==> src/rtl/tuner_bus_pkg.sv <==
package tuner_bus_pkg;

  localparam int BYTE_W   = 8;
  localparam int FREQ_W   = 15;
  localparam int CTRL_W   = 7;
  localparam int BAND_W   = 4;
  localparam int MAG_W    = 5;
  localparam int NUM_CONV = 3;
  localparam int RANGE_W  = 2;
  localparam logic [3:0] ADDR_PREFIX = 4'b1100;
  localparam logic [FREQ_W-1:0] FREQ_RESET = 15'd256;

  typedef enum logic [1:0] {
    RX_IDLE,
    RX_BITS,
    RX_ACK,
    RX_SKIP
  } rx_state_t;

  // Address byte: prefix, board select, section bit, write bit (0).
  function automatic logic addr_hit(input logic [7:0] b, input logic [1:0] sel);
    return (b[7:4] == ADDR_PREFIX) && (b[3:2] == sel) && (b[0] == 1'b0);
  endfunction

  function automatic logic [FREQ_W-1:0] freq_join(input logic [7:0] hi, input logic [7:0] lo);
    return {hi[6:0], lo};
  endfunction

  // Band bits sit on the odd positions of the second control byte.
  function automatic logic [BAND_W-1:0] band_pick(input logic [7:0] b);
    return {b[7], b[5], b[3], b[1]};
  endfunction

endpackage

==> src/rtl/bus_line_cond.sv <==
module bus_line_cond #(
  parameter int SYNC_STAGES = 2
) (
  input  logic clk,
  input  logic rst_n,
  input  logic scl_in,
  input  logic sda_in,
  output logic sda_q,
  output logic scl_rise,
  output logic scl_fall,
  output logic start_det,
  output logic stop_det
);

  logic [SYNC_STAGES-1:0] scl_sync;
  logic [SYNC_STAGES-1:0] sda_sync;
  logic scl_cur, sda_cur, scl_prev, sda_prev;

  always_ff @(posedge clk or negedge rst_n) begin
    if (!rst_n) begin
      scl_sync <= '1;
      sda_sync <= '1;
      scl_prev <= 1'b1;
      sda_prev <= 1'b1;
    end else begin
      scl_sync <= {scl_sync[SYNC_STAGES-2:0], scl_in};
      sda_sync <= {sda_sync[SYNC_STAGES-2:0], sda_in};
      scl_prev <= scl_cur;
      sda_prev <= sda_cur;
    end
  end

  assign scl_cur   = scl_sync[SYNC_STAGES-1];
  assign sda_cur   = sda_sync[SYNC_STAGES-1];
  assign sda_q     = sda_cur;
  assign scl_rise  = scl_cur & ~scl_prev;
  assign scl_fall  = ~scl_cur & scl_prev;
  assign start_det = scl_cur & scl_prev & sda_prev & ~sda_cur;
  assign stop_det  = scl_cur & scl_prev & ~sda_prev & sda_cur;

endmodule

==> src/rtl/bus_byte_engine.sv <==
module bus_byte_engine
  import tuner_bus_pkg::*;
#(
  parameter int MAX_DATA = 4
) (
  input  logic       clk,
  input  logic       rst_n,
  input  logic       sda_q,
  input  logic       scl_rise,
  input  logic       scl_fall,
  input  logic       start_det,
  input  logic       stop_det,
  input  logic [1:0] addr_sel,
  output logic       sda_pull,
  output logic       start_q,
  output logic       byte_stb,
  output logic       byte_odd,
  output logic       sect_dac,
  output logic [7:0] byte_val
);

  localparam int CNT_W = $clog2(MAX_DATA + 1);

  rx_state_t        state;
  logic [3:0]       bit_cnt;
  logic             in_addr;
  logic [CNT_W-1:0] data_cnt;
  logic [7:0]       shreg;
  logic             byte_full;
  logic             at_limit;

  assign byte_full = (bit_cnt == 4'd8);
  assign at_limit  = (data_cnt == CNT_W'(MAX_DATA));
  assign byte_val  = shreg;

  always_ff @(posedge clk or negedge rst_n) begin
    if (!rst_n) begin
      state    <= RX_IDLE;
      bit_cnt  <= '0;
      in_addr  <= 1'b0;
      data_cnt <= '0;
      shreg    <= '0;
      sect_dac <= 1'b0;
      sda_pull <= 1'b0;
      byte_stb <= 1'b0;
      byte_odd <= 1'b0;
      start_q  <= 1'b0;
    end else begin
      byte_stb <= 1'b0;
      start_q  <= start_det;
      if (start_det) begin
        state    <= RX_BITS;
        bit_cnt  <= '0;
        in_addr  <= 1'b1;
        data_cnt <= '0;
        sda_pull <= 1'b0;
      end else if (stop_det) begin
        state    <= RX_IDLE;
        sda_pull <= 1'b0;
      end else begin
        unique case (state)
          RX_BITS: begin
            if (scl_rise && !byte_full) begin
              shreg   <= {shreg[6:0], sda_q};
              bit_cnt <= bit_cnt + 4'd1;
            end else if (scl_fall && byte_full) begin
              bit_cnt <= '0;
              if (in_addr) begin
                in_addr <= 1'b0;
                if (addr_hit(shreg, addr_sel)) begin
                  sect_dac <= shreg[1];
                  sda_pull <= 1'b1;
                  state    <= RX_ACK;
                end else begin
                  state <= RX_SKIP;
                end
              end else begin
                byte_stb <= 1'b1;
                byte_odd <= data_cnt[0];
                data_cnt <= data_cnt + CNT_W'(1);
                sda_pull <= 1'b1;
                state    <= RX_ACK;
              end
            end
          end
          RX_ACK: begin
            if (scl_fall) begin
              sda_pull <= 1'b0;
              state    <= at_limit ? RX_SKIP : RX_BITS;
            end
          end
          default: ;
        endcase
      end
    end
  end

  // no acknowledge is driven while the receiver is parked.
  assert_parked_quiet_R2: assert property (@(posedge clk) disable iff (!rst_n)
    ((state == RX_IDLE) || (state == RX_SKIP)) |-> !sda_pull);

  // a start condition always leaves the acknowledge released.
  assert_start_releases_R9: assert property (@(posedge clk) disable iff (!rst_n)
    start_q |-> !sda_pull);

endmodule

==> src/rtl/synth_latch.sv <==
module synth_latch
  import tuner_bus_pkg::*;
(
  input  logic              clk,
  input  logic              rst_n,
  input  logic              stb,
  input  logic              odd,
  input  logic [7:0]        byte_val,
  output logic [FREQ_W-1:0] freq_word,
  output logic              freq_load,
  output logic [CTRL_W-1:0] ctrl_reg,
  output logic [BAND_W-1:0] band_reg,
  output logic              ctrl_load
);

  logic [7:0] first_q;
  logic       unused_pad;

  assign unused_pad = ^{byte_val[6], byte_val[4], byte_val[2], byte_val[0]};

  always_ff @(posedge clk or negedge rst_n) begin
    if (!rst_n) begin
      first_q   <= '0;
      freq_word <= FREQ_RESET;
      freq_load <= 1'b0;
      ctrl_reg  <= '0;
      band_reg  <= '0;
      ctrl_load <= 1'b0;
    end else begin
      freq_load <= 1'b0;
      ctrl_load <= 1'b0;
      if (stb && !odd) begin
        first_q <= byte_val;
      end else if (stb && odd) begin
        if (first_q[7]) begin
          ctrl_reg  <= first_q[6:0];
          band_reg  <= band_pick(byte_val);
          ctrl_load <= 1'b1;
        end else begin
          freq_word <= freq_join(first_q, byte_val);
          freq_load <= 1'b1;
        end
      end
    end
  end

  assert_freq_holds_R3: assert property (@(posedge clk) disable iff (!rst_n)
    !freq_load |-> $stable(freq_word));

  assert_ctrl_holds_R4: assert property (@(posedge clk) disable iff (!rst_n)
    !ctrl_load |-> ($stable(ctrl_reg) && $stable(band_reg)));

  assert_one_pair_target_R5: assert property (@(posedge clk) disable iff (!rst_n)
    !(freq_load && ctrl_load));

endmodule

==> src/rtl/offset_dac_latch.sv <==
module offset_dac_latch
  import tuner_bus_pkg::*;
(
  input  logic                      clk,
  input  logic                      rst_n,
  input  logic                      stb,
  input  logic [7:0]                byte_val,
  output logic [NUM_CONV-1:0]       dac_sign,
  output logic [NUM_CONV*MAG_W-1:0] dac_mag,
  output logic [NUM_CONV-1:0]       dac_load,
  output logic [RANGE_W-1:0]        range_code,
  output logic                      range_load
);

  logic [1:0] target;
  assign target = byte_val[7:6];

  for (genvar g = 0; g < NUM_CONV; g++) begin : g_conv
    always_ff @(posedge clk or negedge rst_n) begin
      if (!rst_n) begin
        dac_sign[g]               <= 1'b0;
        dac_mag[g*MAG_W +: MAG_W] <= '0;
        dac_load[g]               <= 1'b0;
      end else begin
        dac_load[g] <= 1'b0;
        if (stb && (target == 2'(g))) begin
          dac_sign[g]               <= byte_val[MAG_W];
          dac_mag[g*MAG_W +: MAG_W] <= byte_val[MAG_W-1:0];
          dac_load[g]               <= 1'b1;
        end
      end
    end
  end

  always_ff @(posedge clk or negedge rst_n) begin
    if (!rst_n) begin
      range_code <= '0;
      range_load <= 1'b0;
    end else begin
      range_load <= 1'b0;
      if (stb && (target == 2'b11)) begin
        range_code <= byte_val[RANGE_W-1:0];
        range_load <= 1'b1;
      end
    end
  end

  assert_one_dac_target_R7: assert property (@(posedge clk) disable iff (!rst_n)
    $onehot0({range_load, dac_load}));

  assert_range_holds_R8: assert property (@(posedge clk) disable iff (!rst_n)
    !range_load |-> $stable(range_code));

endmodule

==> src/rtl/tuner_bus_rx.sv <==
module tuner_bus_rx
  import tuner_bus_pkg::*;
#(
  parameter int SYNC_STAGES = 2,
  parameter int MAX_DATA    = 4
) (
  input  logic        clk,
  input  logic        rst_n,
  input  logic        scl_in,
  input  logic        sda_in,
  input  logic [1:0]  addr_sel,
  output logic        sda_pull,
  output logic        start_pulse,
  output logic [14:0] freq_word,
  output logic        freq_load,
  output logic [6:0]  ctrl_reg,
  output logic [3:0]  band_reg,
  output logic        ctrl_load,
  output logic [2:0]  dac_sign,
  output logic [14:0] dac_mag,
  output logic [2:0]  dac_load,
  output logic [1:0]  range_code,
  output logic        range_load
);

  localparam int CNT_W = $clog2(MAX_DATA + 2);

  logic       sda_q, scl_rise, scl_fall, start_det, stop_det;
  logic       byte_stb, byte_odd, sect_dac;
  logic [7:0] byte_val;
  logic       synth_stb, dac_stb;

  bus_line_cond #(.SYNC_STAGES(SYNC_STAGES)) u_cond (
    .clk(clk), .rst_n(rst_n), .scl_in(scl_in), .sda_in(sda_in),
    .sda_q(sda_q), .scl_rise(scl_rise), .scl_fall(scl_fall),
    .start_det(start_det), .stop_det(stop_det)
  );

  bus_byte_engine #(.MAX_DATA(MAX_DATA)) u_engine (
    .clk(clk), .rst_n(rst_n), .sda_q(sda_q), .scl_rise(scl_rise),
    .scl_fall(scl_fall), .start_det(start_det), .stop_det(stop_det),
    .addr_sel(addr_sel), .sda_pull(sda_pull), .start_q(start_pulse),
    .byte_stb(byte_stb), .byte_odd(byte_odd), .sect_dac(sect_dac),
    .byte_val(byte_val)
  );

  assign synth_stb = byte_stb & ~sect_dac;
  assign dac_stb   = byte_stb & sect_dac;

  synth_latch u_synth (
    .clk(clk), .rst_n(rst_n), .stb(synth_stb), .odd(byte_odd),
    .byte_val(byte_val), .freq_word(freq_word), .freq_load(freq_load),
    .ctrl_reg(ctrl_reg), .band_reg(band_reg), .ctrl_load(ctrl_load)
  );

  offset_dac_latch u_dac (
    .clk(clk), .rst_n(rst_n), .stb(dac_stb), .byte_val(byte_val),
    .dac_sign(dac_sign), .dac_mag(dac_mag), .dac_load(dac_load),
    .range_code(range_code), .range_load(range_load)
  );

  // Checker: data strobes between two start pulses never exceed the limit.
  logic [CNT_W-1:0] stb_seen;
  always_ff @(posedge clk or negedge rst_n) begin
    if (!rst_n) stb_seen <= '0;
    else if (start_pulse) stb_seen <= '0;
    else if (byte_stb && (stb_seen != CNT_W'(MAX_DATA + 1))) stb_seen <= stb_seen + CNT_W'(1);
  end

  assert_byte_limit_R6: assert property (@(posedge clk) disable iff (!rst_n)
    stb_seen <= CNT_W'(MAX_DATA));

endmodule

==> config.mk <==
export PLATFORM = sky130hd
export DESIGN_NAME = tuner_bus_rx
export DESIGN_NICKNAME = d
export VERILOG_FILES = /design/src/rtl/tuner_bus_pkg.sv /design/src/rtl/bus_line_cond.sv /design/src/rtl/bus_byte_engine.sv /design/src/rtl/synth_latch.sv /design/src/rtl/offset_dac_latch.sv /design/src/rtl/tuner_bus_rx.sv
export SDC_FILE = /design/constraint.sdc
export NUM_CORES = 1
export LEC_CHECK = 0
export BUFFER_PORTS_ARGS = -buffer_cell sky130_fd_sc_hd__buf_4
export CORE_MARGIN = 4
export CORE_UTILIZATION = 35
export CTS_BUF_LIST = sky130_fd_sc_hd__clkbuf_8 sky130_fd_sc_hd__clkbuf_16
export DETAILED_ROUTE_END_ITERATION = 7
export HOLD_SLACK_MARGIN = 0.06
export RECOVER_POWER = 50
export SLEW_MARGIN = 20
export SYNTH_ARGS = -nofsm -noshare
export SYNTH_HDL_FRONTEND = slang
export SYNTH_HIERARCHICAL = 1
export SYNTH_SLANG_ARGS = --single-unit
==> constraint.sdc <==
create_clock -name clk -period 2.8 [get_ports clk]
set_input_delay 0 -clock clk [delete_from_list [all_inputs] [get_ports clk]]
set_output_delay 0 -clock clk [all_outputs]
set_load 0.01 [all_outputs]
==> metrics.txt <==
status=finished clean; Multi-input gate area=1380 sq um; setup violators final=0; Regs by FF count=u_dac/dac_mag: 15 flops, u_synth/freq_word: 15 flops; grt ovf=0; largest family of logic cells by synthesized area=multiplexers; via-per-instance ratio=approximately 4.7; number of fillers in the final layout=998; Fin. Hold Viols=0; Final Cycle Share=79.4%; Syn Std Cell Area=3690 sq um; clk slew on worst S/H paths=about 0.090 ns; Hold Path Class=primary input to async pin; EDFF count, synth=0; post-synthesis xor/xnor area fraction=less than 1%; first-pass GRT wire length=between 10000 and 15000 um; clk buf depth=2; ANT cells=0; GR peak layer=met2; post-synthesis adder-cell area fraction=2.03%; Async S/R FF share, synth=between 90% and 100%; GR Util met3=approximately 4.5%; initial core utilization=roughly 36%; Root Buffer=clkbuf_8; GRT Overall Usage=between 10% and 20%; Seq/Total Area, Yosys=approximately three fifths; I/O Buffers=around 60; commonest non-fill, non-tap cell in the layout=dfrtp_1; area grow syn2layout=16.7%; hold_ws=~0.28 ns; Routed WL=just under 7000 um; CTS buffer count=9; peak supply drop=between 200 and 300 uV; chip width=111 um; Crit. End Element=flip-flop; Routed WL per cell=approximately 15 um; Yosys cell types=46; synthesized-area fraction occupied by and/or/nand/nor cells=between 8 and 9%; critical path class=flip-flop to flip-flop; gate count of the mapped netlist=between 200 and 250; largest net degree at the start of global routing=90; setup tns final=0 ns; # Max-Cap Violations=0; Clk Latency, worst-skew pair=approximately 0.36 ns; Final Slew Violations=0; r2r worst-path depth=5; Iter 0 DRT Violations=62; Slew @ Worst Pin=roughly 0.8 ns; Die ar.=roughly 12000 sq um; TritonCTS clock tree=done; commonest non-fill, non-tap cells in the layout=82 x dfrtp_1, 53 x clkbuf_1, 46 x mux2_2; Mapped Avg Cell Area=15.3 sq um; RSZ-0062 raised after global routing=no; vias in the first global route=between 2000 and 2500; I/O Pins=60; Syn. warnings=6; startpoint types=flip-flop; static leakage power=around 2.2 nW; fmax=0.450 GHz; final cell count without fillers=between 400 and 500; Syn Nets=roughly 250; flops & latches, synth=89; GPL Wtd Cong=0.800; placed cell count=between 400 and 500; H-tree lvl count=3; CP max FO=12; DRC Markers=0; antenna violations before repair=0; crit path DAT=between 2 and 2.5 ns; multiplexer share of the synthesized area=between 20% and 30%; min setup slack post-route=between 0.5 and 0.6 ns; Max-slew headroom=between 40% and 50%; register area=between 2000 and 2500 sq um; First-pass DRT Iterations=3; Top FF cell, synth=dfrtp_1; Die Y=111 um; Util after Layout=between 40% and 50%; GRT met2 Usage=18.8%; core region area=between 10000 and 15000 sq um; Clock Skew=between 0.015 and 0.02 ns; site row count=37; Nets=~320; post_cts resized=0; number of routed nets with antenna violations=0; DP Wirelength=4730 um; pre-CTS setup slack=between 0.6 and 0.7 ns; Pwr Density=roughly 650 nW/um^2; Tmin final=about 2.2 ns; Synth Area in Compound Gates=under 10%; Critical Path RT=around 3 ns; global routing usage on met1=between 10% and 20%; Clock Sinks=89; layout cells sized above 1=between 30% and 40%; via count=~2100
per-layer routing:
| metal | wire, um | part of all wire (%) | vias to the layer above |
|---|---|---|---|
| met3 | 380 | 5.5 | 7 |
| met1 | 3310 | 47 | 1058 |
| met2 | 3200 | 46 | 52 |
| met5 | 0 | 0 | - |
| li1 | - | - | 1002 |
| met4 | 70 | 1.0 | 0 |
cell families after synthesis:
| group | Yosys count |
|---|---|
| mux | 65 |
| compound gates | 16 |
| buf+inv | 17 |
| flops | 89 |
| xor+xnor | 4 |
| fa+ha+maj | 6 |
| simple gates | 45 |
area by class of cell:
type	instances	share of cell area (%)
tap	136	3.95
clock buffer	9	2.87
timing repair buffer	62	6.45
inverter	13	1.13
multi-input combinational	136	31.9
clock inverter	7	1.80
sequential	89	51.9
per-stage QoR:
step / cell area, sq um / total power, W
6_report: 4310 / 0.00279
5_1_grt: 4310 / 0.00296
4_1_cts: 4500 / 0.00285
3_5_place_dp: 4270 / 0.00195
3_3_place_gp: 4270 / 0.00194
2_1_floorplan: 3690 / 0.00179
report_power, final:
part | internal [W] | switching, W | total (W)
Sequential | 0.00137 | 0.000158 | 0.00153
Combinational | 0.000186 | 0.000196 | 0.000382
Clock | 0.000420 | 0.000460 | 0.000880
Total | 0.00198 | 0.000814 | 0.00279
synthesized netlist by cell type, drive strengths merged, types with 2 or more instances:
cell type / n / share of area (%)
dfrtp: 82 / 56
mux2: 64 / 21
inv: 13 / 1.3
dfstp: 7 / 5.0
ha: 6 / 2.0
nand4: 6 / 1.2
nor2: 6 / 0.61
nand2: 5 / 0.51
a21oi: 4 / 0.54
nand3: 4 / 0.68
nand3b: 4 / 1.4
nor2b: 4 / 0.68
xnor2: 4 / 0.95
and4b: 3 / 0.85
buf: 3 / 0.81
o21ai: 3 / 0.41
and2b: 2 / 0.44
nor3: 2 / 0.27
worst max-delay path: stages, from the launching register on:
cell and delay (ns):
dfstp_1 0.57, and4b_1 0.38, nor2_1 0.40, nand3_1 0.18, nor3_1 0.23, mux2_2 0.35
worst paths after layout:
kind	start	end	slack [ns]
worst max-delay path	u_cond/sda_sync[1]	u_engine/sect_dac	0.58
worst min-delay path	rst_n	u_synth/freq_load	0.28
worst max register to register	u_cond/sda_sync[1]	u_engine/sect_dac	0.58
worst min register to register	u_cond/sda_sync[0]	u_cond/sda_sync[1]	0.37
max in group asynchronous	rst_n	u_dac/dac_sign[1]	1.96
min in group clk	sda_in	u_cond/sda_sync[0]	0.31
what timing repair did:
action,4_1_cts,5_1_grt
endpoints found under the hold margin,84,0
setup buffers,0,0
setup endpoints to repair,0,0
hold buffers,3,0
Power figures use the tool's default switching activity.
